$ cat config.mk
export PLATFORM = sky130hd
export DESIGN_NAME = cbr_refresh_sched
export DESIGN_NICKNAME = d
export VERILOG_FILES = /design/src/rtl/crs_pkg.sv /design/src/rtl/crs_interval_timer.sv /design/src/rtl/crs_pend_ctr.sv /design/src/rtl/crs_init_ctl.sv /design/src/rtl/crs_cbr_seq.sv /design/src/rtl/cbr_refresh_sched.sv
export SDC_FILE = /design/constraint.sdc
export NUM_CORES = 1
export LEC_CHECK = 0
export ABC_AREA = 1
export BUFFER_PORTS_ARGS = -buffer_cell sky130_fd_sc_hd__buf_4
export CORE_MARGIN = 4
export CORE_UTILIZATION = 60
export CTS_CLUSTER_SIZE = 8
export DETAILED_ROUTE_END_ITERATION = 8
export GPL_TIMING_DRIVEN = 0
export PLACE_DENSITY = 0.74
export SLEW_MARGIN = 20
export SYNTH_ARGS = -nofsm -noshare
export SYNTH_HDL_FRONTEND = slang
export SYNTH_SLANG_ARGS = --single-unit
export TNS_END_PERCENT = 10
$ cat constraint.sdc
create_clock -name clk -period 2.2 [get_ports clk]
set_input_delay 0.11 -clock clk [delete_from_list [all_inputs] [get_ports clk]]
set_output_delay 0.11 -clock clk [all_outputs]
set_load 0.01 [all_outputs]
$ cat src/rtl/crs_pkg.sv
package crs_pkg;
   typedef enum logic [1:0] {
      SQ_IDLE  = 2'd0,
      SQ_LEAD  = 2'd1,
      SQ_RASLO = 2'd2,
      SQ_PRE   = 2'd3
   } seq_e;

   typedef enum logic [1:0] {
      PH_PAUSE = 2'd0,
      PH_WARM  = 2'd1,
      PH_RUN   = 2'd2
   } phase_e;

   function automatic int unsigned max3(input int unsigned a, input int unsigned b,
                                        input int unsigned c);
      int unsigned m;
      m = (a > b) ? a : b;
      return (m > c) ? m : c;
   endfunction
endpackage

$ cat src/rtl/crs_interval_timer.sv
module crs_interval_timer #(
   parameter int unsigned INTERVAL_CYC = 1560
) (
   input  logic clk,
   input  logic rst_n,
   input  logic run,
   output logic tick
);
   localparam int unsigned TW = $clog2(INTERVAL_CYC);
   localparam logic [TW-1:0] LAST = TW'(INTERVAL_CYC - 1);

   logic [TW-1:0] tcnt;

   generate
      if ((INTERVAL_CYC & (INTERVAL_CYC - 1)) == 0) begin : g_wrap
         // power of two: natural wrap of the counter
         always_ff @(posedge clk) begin
            if (!rst_n || !run) tcnt <= '0;
            else                tcnt <= tcnt + 1'b1;
         end
      end else begin : g_cmp
         always_ff @(posedge clk) begin
            if (!rst_n || !run)   tcnt <= '0;
            else if (tcnt == LAST) tcnt <= '0;
            else                   tcnt <= tcnt + 1'b1;
         end
      end
   endgenerate

   assign tick = run && (tcnt == LAST);

   p_tick_needs_run_r7: assert property (@(posedge clk) disable iff (!rst_n)
      tick |-> $past(run));
endmodule

$ cat src/rtl/crs_pend_ctr.sv
module crs_pend_ctr #(
   parameter int unsigned PEND_MAX   = 8,
   parameter int unsigned WARMUP_CNT = 8,
   localparam int unsigned PW        = $clog2(PEND_MAX + 1)
) (
   input  logic          clk,
   input  logic          rst_n,
   input  logic          load,
   input  logic          tick,
   input  logic          done,
   output logic [PW-1:0] pend,
   output logic          ovf
);
   localparam logic [PW-1:0] MAXV  = PW'(PEND_MAX);
   localparam logic [PW-1:0] WARMV = PW'(WARMUP_CNT);

   always_ff @(posedge clk) begin
      if (!rst_n) begin
         pend <= '0;
         ovf  <= 1'b0;
      end else if (load) begin
         pend <= WARMV;
      end else begin
         unique case ({tick, done})
            2'b10: if (pend == MAXV) ovf <= 1'b1;
                   else              pend <= pend + 1'b1;
            2'b01: pend <= pend - 1'b1;
            default: ;
         endcase
      end
   end

   p_no_overflow_r8: assert property (@(posedge clk) disable iff (!rst_n)
      pend <= MAXV);
   p_ovf_sticky_r8: assert property (@(posedge clk) disable iff (!rst_n)
      ovf |=> ovf);
   p_ovf_cause_r8: assert property (@(posedge clk) disable iff (!rst_n)
      $rose(ovf) |-> $past(pend) == MAXV);
   p_done_owed_r7: assert property (@(posedge clk) disable iff (!rst_n)
      done |-> pend != '0);
endmodule

$ cat src/rtl/crs_init_ctl.sv
module crs_init_ctl
   import crs_pkg::*;
#(
   parameter int unsigned PAUSE_CYC = 20000
) (
   input  logic clk,
   input  logic rst_n,
   input  logic pend_zero,
   input  logic seq_busy,
   output logic load_warm,
   output logic ready
);
   localparam int unsigned PCW = $clog2(PAUSE_CYC);
   localparam logic [PCW-1:0] LASTP = PCW'(PAUSE_CYC - 1);

   phase_e         phase;
   logic [PCW-1:0] pcnt;

   assign load_warm = (phase == PH_PAUSE) && (pcnt == LASTP);
   assign ready     = (phase == PH_RUN);

   always_ff @(posedge clk) begin
      if (!rst_n) begin
         phase <= PH_PAUSE;
         pcnt  <= '0;
      end else begin
         unique case (phase)
            PH_PAUSE: if (load_warm) phase <= PH_WARM;
                      else           pcnt  <= pcnt + 1'b1;
            PH_WARM:  if (pend_zero) phase <= PH_RUN;
            default:  ;
         endcase
      end
   end

   p_quiet_pause_r1: assert property (@(posedge clk) disable iff (!rst_n)
      (phase == PH_PAUSE) |-> (pend_zero && !seq_busy));
   p_ready_hold_r2: assert property (@(posedge clk) disable iff (!rst_n)
      ready |=> ready);
endmodule

$ cat src/rtl/crs_cbr_seq.sv
module crs_cbr_seq
   import crs_pkg::*;
#(
   parameter int unsigned LEAD_CYC  = 1,
   parameter int unsigned RASLO_CYC = 6,
   parameter int unsigned PRE_CYC   = 4
) (
   input  logic clk,
   input  logic rst_n,
   input  logic owed,
   input  logic ref_gnt,
   output logic ras_n,
   output logic cas_n,
   output logic we_n,
   output logic busy,
   output logic done
);
   localparam int unsigned MAXC = max3(LEAD_CYC, RASLO_CYC, PRE_CYC);
   localparam int unsigned SW   = (MAXC > 1) ? $clog2(MAXC) : 1;
   localparam logic [SW-1:0] LEAD_LD = SW'(LEAD_CYC - 1);
   localparam logic [SW-1:0] RAS_LD  = SW'(RASLO_CYC - 1);
   localparam logic [SW-1:0] PRE_LD  = SW'(PRE_CYC - 1);

   seq_e          state;
   logic [SW-1:0] scnt;
   logic          last;

   assign last  = (scnt == '0);
   assign busy  = (state != SQ_IDLE);
   assign done  = (state == SQ_PRE) && last;
   assign ras_n = (state != SQ_RASLO);
   assign cas_n = !((state == SQ_LEAD) || (state == SQ_RASLO));
   assign we_n  = 1'b1;

   always_ff @(posedge clk) begin
      if (!rst_n) begin
         state <= SQ_IDLE;
         scnt  <= '0;
      end else begin
         unique case (state)
            SQ_IDLE:  if (owed && ref_gnt) begin
                         state <= SQ_LEAD;
                         scnt  <= LEAD_LD;
                      end
            SQ_LEAD:  if (last) begin
                         state <= SQ_RASLO;
                         scnt  <= RAS_LD;
                      end else scnt <= scnt - 1'b1;
            SQ_RASLO: if (last) begin
                         state <= SQ_PRE;
                         scnt  <= PRE_LD;
                      end else scnt <= scnt - 1'b1;
            SQ_PRE:   if (last) state <= SQ_IDLE;
                      else      scnt  <= scnt - 1'b1;
            default:  state <= SQ_IDLE;
         endcase
      end
   end

   p_ras_under_cas_r4: assert property (@(posedge clk) disable iff (!rst_n)
      !ras_n |-> !cas_n);
   p_precharge_cas_high_r4: assert property (@(posedge clk) disable iff (!rst_n)
      $rose(ras_n) |=> cas_n);
   p_start_on_grant_r5: assert property (@(posedge clk) disable iff (!rst_n)
      $fell(cas_n) |-> $past(ref_gnt && owed));
endmodule

$ cat src/rtl/cbr_refresh_sched.sv
module cbr_refresh_sched
   import crs_pkg::*;
#(
   parameter int unsigned PAUSE_CYC    = 20000,
   parameter int unsigned WARMUP_CNT   = 8,
   parameter int unsigned INTERVAL_CYC = 1560,
   parameter int unsigned LEAD_CYC     = 1,
   parameter int unsigned RASLO_CYC    = 6,
   parameter int unsigned PRE_CYC      = 4,
   parameter int unsigned PEND_MAX     = 8
) (
   input  logic clk,
   input  logic rst_n,
   input  logic ref_gnt,
   input  logic host_req,
   output logic ref_req,
   output logic ras_n,
   output logic cas_n,
   output logic we_n,
   output logic ready,
   output logic host_gnt,
   output logic ovf_err
);
   localparam int unsigned PW = $clog2(PEND_MAX + 1);

   initial begin
      assert (PAUSE_CYC >= 2) else $error("PAUSE_CYC must be at least 2");
      assert (INTERVAL_CYC >= 2) else $error("INTERVAL_CYC must be at least 2");
      assert (LEAD_CYC >= 1 && RASLO_CYC >= 1 && PRE_CYC >= 1)
         else $error("refresh phase lengths must be at least 1");
      assert (LEAD_CYC + RASLO_CYC + PRE_CYC < INTERVAL_CYC)
         else $error("one refresh cycle must fit inside an interval");
      assert (WARMUP_CNT >= 1 && WARMUP_CNT <= PEND_MAX)
         else $error("WARMUP_CNT must lie in 1..PEND_MAX");
   end

   logic          tick, done, busy, load_warm;
   logic [PW-1:0] pend;
   logic          owed;

   assign owed     = (pend != '0);
   assign ref_req  = busy || owed;
   assign host_gnt = host_req && ready;

   crs_init_ctl #(.PAUSE_CYC(PAUSE_CYC)) u_init (
      .clk(clk), .rst_n(rst_n), .pend_zero(!owed), .seq_busy(busy),
      .load_warm(load_warm), .ready(ready)
   );

   crs_interval_timer #(.INTERVAL_CYC(INTERVAL_CYC)) u_timer (
      .clk(clk), .rst_n(rst_n), .run(ready), .tick(tick)
   );

   crs_pend_ctr #(.PEND_MAX(PEND_MAX), .WARMUP_CNT(WARMUP_CNT)) u_pend (
      .clk(clk), .rst_n(rst_n), .load(load_warm), .tick(tick), .done(done),
      .pend(pend), .ovf(ovf_err)
   );

   crs_cbr_seq #(.LEAD_CYC(LEAD_CYC), .RASLO_CYC(RASLO_CYC), .PRE_CYC(PRE_CYC)) u_seq (
      .clk(clk), .rst_n(rst_n), .owed(owed), .ref_gnt(ref_gnt),
      .ras_n(ras_n), .cas_n(cas_n), .we_n(we_n), .busy(busy), .done(done)
   );

   p_req_covers_cycle_r5: assert property (@(posedge clk) disable iff (!rst_n)
      !cas_n |-> ref_req);
endmodule

* Yosys cells after proc, flatten, opt, wreduce, memory -nomap -nowiden
Cells that the tools add are included.
Cells by class: add/sub/neg operators 5, eq/ne operators 20, mux-type cells 16, bitwise gates (word level) 2, reduce and logical (&&, ||, !) cells 28
Operators by type and width (number):
- $add 15x1->15 const B | 1
- $eq 15x15->1 const B | 1
- $mux 2 | 6
- $mux 3 | 4
- $pmux 3 s4 | 1
- $add 11x1->11 const B | 1
- $eq 11x11->1 const B | 1
- $ne 2x2->1 const B | 5
- $eq 2x2->1 const B | 4
- $mux 4 | 2
- $ne 2x1->1 const B | 4
- $pmux 2 s4 | 1
- $pmux 4 s2 | 1
- $reduce_and 2->1 | 4
- $eq 2x1->1 const B | 3
- $reduce_and 3->1 | 2
- $reduce_bool 2->1 | 3
- $logic_and 1x1->1 | 5
- $add 4x1->4 const B | 1
- $eq 4x4->1 const B | 1
- $logic_not 2->1 | 2
- $pmux 2 s2 | 1
- $reduce_and 4->1 | 1
- $reduce_bool 4->1 | 1
- other kinds (9) | 15
Storage, ports and cells: register bits after elaboration 38, input port bits 4, logic and storage cells 79

* Logic depth before layout (Yosys ltp)
depth in word-level cells 5, mapped depth 14, gate-level depth less buffers 14

* Cells and area by module
From an unflattened synthesis, not the netlist that was laid out.
Second synthesis, totals: cell total of the unflattened synthesis 369, area total of the unflattened synthesis 2488.6 sq um
Modules (own cells, without submodules):
- crs_init_ctl | times used 1, cells each 162, area an instance 1059.8 sq um, sequential area each 340.3 sq um
- crs_interval_timer | times used 1, cells each 81, area an instance 598.1 sq um, sequential area each 220.2 sq um
- crs_cbr_seq | times used 1, cells each 67, area an instance 471.7 sq um, sequential area each 100.1 sq um
- crs_pend_ctr | times used 1, cells each 51, area an instance 320.3 sq um, sequential area each 100.1 sq um
- cbr_refresh_sched | times used 1, cells each 8, area an instance 38.8 sq um, sequential area each 0.0 sq um

* Worst setup path after synthesis
No wires, ideal clock.
path type register to register, start reg u_seq.scnt[0], end reg u_pend.pend[2], setup time 0.120 ns, data arrival time 1.638 ns, data required time 2.080 ns, slack 0.442 ns, cell stages (with the launch flop) 15, path buffers 0, period minus slack after synthesis 1.758 ns, path through dfxtp_1 > inv_1 > ha_1 > ha_1 > nand2_1 > inv_2 > nand2_4 > nand2_1 > nand2_1 > inv_2 > ha_1 > inv_1 > nand2_1 > xor2_1 > a21oi_1
Between the ends: longest elaborated chain between the ends 5
Ends and longest elaborated chain:
- start, declared | RTL line crs_cbr_seq.sv:25 | logic [SW-1:0] scnt;
- start signal, assigned | RTL line crs_cbr_seq.sv:48 | end else scnt <= scnt - 1'b1;
- start signal, assigned | RTL line crs_cbr_seq.sv:52 | end else scnt <= scnt - 1'b1;
- start signal, assigned | RTL line crs_cbr_seq.sv:54 | else scnt <= scnt - 1'b1;
- $logic_not 3->1 (*) | RTL line crs_cbr_seq.sv:28 | assign last = (scnt == '0);
- $logic_and 1x1->1 (*) | RTL line crs_cbr_seq.sv:30 | assign done = (state == SQ_PRE) && last;
- $eq 2x2->1 or $eq 2x1->1 (tied branches) | RTL line crs_pend_ctr.sv:24 | unique case ({tick, done})
- $ne 2x2->1 (no line) or $reduce_bool 2->1 (tied branches)
- $reduce_and 2->1 (no line)
- end signal, assigned | RTL line crs_pend_ctr.sv:26 | else pend <= pend + 1'b1;
- end signal, assigned | RTL line crs_pend_ctr.sv:27 | 2'b01: pend <= pend - 1'b1;
- end, declared | RTL line crs_pend_ctr.sv:11 | output logic [PW-1:0] pend,
Every way passes the cells marked *; elsewhere a longest branch is shown, timed or not. A chain may end at the register's enable or synchronous reset.

* Worst setup path in the final report
Same ends and word-level chain as after synthesis.

==> results by group <==
Run status
  • Outcome: finished clean

Finish
  • N_diodes: 0
  • Register area: around 760 sq um
  • Nets@finish: 317
  • Area of the multi-input gates: about 0.0012 sq mm
  • Area delta synth->final: 10.77%
  • Post-route cell area: 0.002355 sq mm
  • Final core utilization: 69.47%
  • Layout cells sized above 1: 15.46%
  • Fin cells: 350
  • Fill count: between 200 and 300

Critical path
  • CP Max Fanout: 6
  • Worst reg2reg path endpoint: u_pend.pend[2]
  • Critical Path AT: 2.25 ns
  • Worst Setup SP: u_seq.scnt[0]
  • Worst setup path endpoint: u_pend.pend[2]
  • Kind of start point of the critical path: register
  • R2R depth: 13
  • R2R Setup Slk: ~0.25 ns
  • Worst path required time: 2.50 ns
  • CP Capture Type: register
  • Crit Path Class: reg -> reg
  • FF-to-FF Start: u_seq.scnt[0]

Synthesis
  • Post-synthesis xor/xnor area fraction: 2.825%
  • Syn nets: 302
  • Post-Synthesis Cells: 288
  • Post-Synth Simple-Gate Area: 29.90%
  • Adder-cell share of the synthesized area: 5.886%
  • Mapped cell area: around 0.0021 sq mm
  • Synth warn: 0
  • Combinational family with the most area after synthesis: simple AND/OR/NAND/NOR gates
  • Register bit total from synthesis: 38
  • Cell variety after synth: 37
  • Post-synthesis mux area share: 0%
  • Syn Area/Cell: 7.381 sq um
  • Post-synthesis compound-gate area fraction: 15.72%
  • Post-synthesis sequential area ratio: a little over a third

Timing
  • Period utilization: between 80% and 90%
  • Clock skew: 0.01626 ns
  • Unrepaired setup endpoints after global routing: false
  • Setup TNS Final: 0 ns
  • Fmax: 512.1 MHz
  • Crit path time final: 1.953 ns
  • Setup-failing EPs final: 0
  • Final Slew Violations: 0
  • Hold Violations, Final: 0

Power and ir drop
  • Clock share of power: 34.7%
  • Static leakage: 0.8909 nW
  • Power density cells: 757.8 mW/mm^2
  • Internal power: between 1 and 1.5 mW
  • Combinational Power Share: a little under a quarter
  • Sw power: roughly 0.50 mW
  • Sequential share of power: around two fifths
  • Maximum VDD drop: about 650 uV
  • Switching share of power: between 20% and 30%
  • Tot Pwr: 1.785 mW

CTS
  • CTS Root Cell: clkbuf_4
  • CTS tree: done
  • Clock sink total: 38
  • Post-cts repair resize count: 0
  • Post-CTS setup buffer count: 0
  • Clock transition at path regs: 0.12 ns
  • Max clock buf depth: 2
  • Num CTS Buffers: 5
  • Hold buffers post-CTS: 0
  • Worst-skew pair later-pin latency: 0.36 ns
  • Clock H-tree levels: 2

Place
  • Placed cell count: ~340
  • Dpl hpwl: 2879 um
  • Port Buffers: 8
  • Dpl cell area: 0.002243 sq mm
  • Final GP Congestion: roughly 0.8

Hold path
  • Min-delay src: rst_n
  • Worst min path class: in -> reg

Global routing
  • GR peak layer: met2
  • Met1 Use GR: 24.38%
  • Vias in the first global route: between 1,500 and 2,000
  • Largest net degree at the start of global routing: 13
  • Total GRT Usage: 19.36%
  • Met2 Resource Use GR: around 31%
  • M3 GR Usage: under 10%
  • First-pass GRT wire length: around 6700 um
  • Global route overflow: 0
  • Initial antenna violation count: 0

Routing
  • DR vias/cell: 5.246
  • Total number of vias: between 1,500 and 2,000
  • DR pass1 iterations: 4
  • Drt total wl: 3935 um
  • ANT nets after route: 0
  • DRC: 0
  • Wirelength per Cell: 11.24 um
  • Initial drt markers: 96

Floorplanning
  • Core footprint: between 0.003 and 0.004 sq mm
  • Die area: 0.004559 sq mm
  • # rows: 21
  • # IOs: 11
  • Initial Util: 62.72%
  • Die outline width: 67.52 um
  • Die Span Y: between 60 and 70 um

Flow run
  • Max Cap Viol: 0
-- cell type report --
cell class,count,share of cell area (%)
multi-input combinational,196,49.20
inverter,50,7.970
clock buffer,6,2.179
buffer,4,0.7970
sequential,38,32.31
tap,46,2.444
timing repair buffer,8,2.550
clock inverter,2,2.550
-- cell families (layout without fill, tap and decap cells) --
logic type      after synthesis  count (layout)
xor+xnor                      6               6
compound gates               58              58
buf+inv                      54              70
flops                        38              38
other cells                   1               1
simple gates                121             121
fa+ha+maj                    10              10
-- layer usage --
metal | part of all wire, % | up-vias | wire length (um)
met4 | 1.6 | 0 | 63
met3 | 5.1 | 11 | 202
met2 | 45 | 39 | 1789
met1 | 48 | 814 | 1879
li1 | - | 972 | -
met5 | 0 | - | 0
-- synthesized netlist by cell type, drive strengths merged --
cell type  number  area, sq um
inv            50        187.7
nand2          48        202.7
dfxtp          38        760.7
nor2           33        168.9
a21oi          25        128.9
o21ai          19        98.84
nand3          15        75.07
nor3           12        87.58
ha             10        125.1
nand4           8        65.06
a31oi           4        25.02
nor3b           4        30.03
xor2            4        42.55
clkbuf          3        11.26
o21bai          3        26.27
a211oi          2        15.01
o21a            2        15.01
xnor2           2        17.52
a221oi          1        8.760
buf             1        7.510
conb            1        3.750
o211ai          1        7.510
o311ai          1        8.760
or2             1        6.260
-- power groups by stage --
stage                     Combinational (mW)  Clock, mW  Sequential, mW
after floorplan                        0.307          0           0.760
after global placement                 0.414          0           0.764
after detailed placement               0.418          0           0.766
after CTS                              0.419      0.633           0.751
after global routing                   0.477      0.664           0.755
final                                  0.414      0.620           0.750
-- worst min path at each step --
stage	cells after the start	endpoint	slack [ns]
2_1_floorplan	1	host_gnt	0.37
5_1_grt	3	u_init.pcnt[3]	0.20
6_report	3	u_init.pcnt[3]	0.20
4_1_cts	3	u_init.pcnt[3]	0.19
3_3_place_gp	1	u_timer.tcnt[0]	0.43
3_5_place_dp	1	u_timer.tcnt[0]	0.44
-- critical path, cell delays in order, from the launching register on --
cell and delay, ns:
dfxtp_1 0.32, inv_1 0.10, ha_1 0.19, ha_1 0.24, nand2_1 0.08, inv_2 0.13, nand3_1 0.14, nand2_1 0.10
inv_2 0.04, ha_1 0.16, inv_1 0.05, nand2_1 0.05, xor2_1 0.16, a21oi_1 0.12
-- state kept, by name, indices dropped and copies added (netlist names) --
signal        cells
u_init.pcnt      15
u_init.phase      2
u_pend.ovf        1
u_pend.pend       4
u_seq.scnt        3
u_seq.state       2
u_timer.tcnt     11
-- placed cells by master (no fill, tap or decap), drive strengths merged --
master and n:
o21bai 3, nand4 8, xor2 4, a21oi 25, nor3b 4, nor3 12, dfxtp 38, ha 10
xnor2 2, o21ai 19, nand2 48, inv 50, o211ai 1, a221oi 1, bufinv 2, o311ai 1
a211oi 2, clkbuf 9, buf 9, o21a 2, nor2 33, nand3 15, conb 1, a31oi 4
or2 1
-- through the flow --
| step | hold slack (ns) | setup WS, ns |
|---|---|---|
| after global routing | 0.2035 | 0.1184 |
| after floorplan | 0.3652 | 0.4421 |
| after global placement | 0.4314 | 0.2899 |
| after detailed placement | 0.4383 | 0.2721 |
| final | 0.2039 | 0.2472 |
| after CTS | 0.1908 | 0.2459 |
No activity file was read; power rests on OpenSTA's default activity.
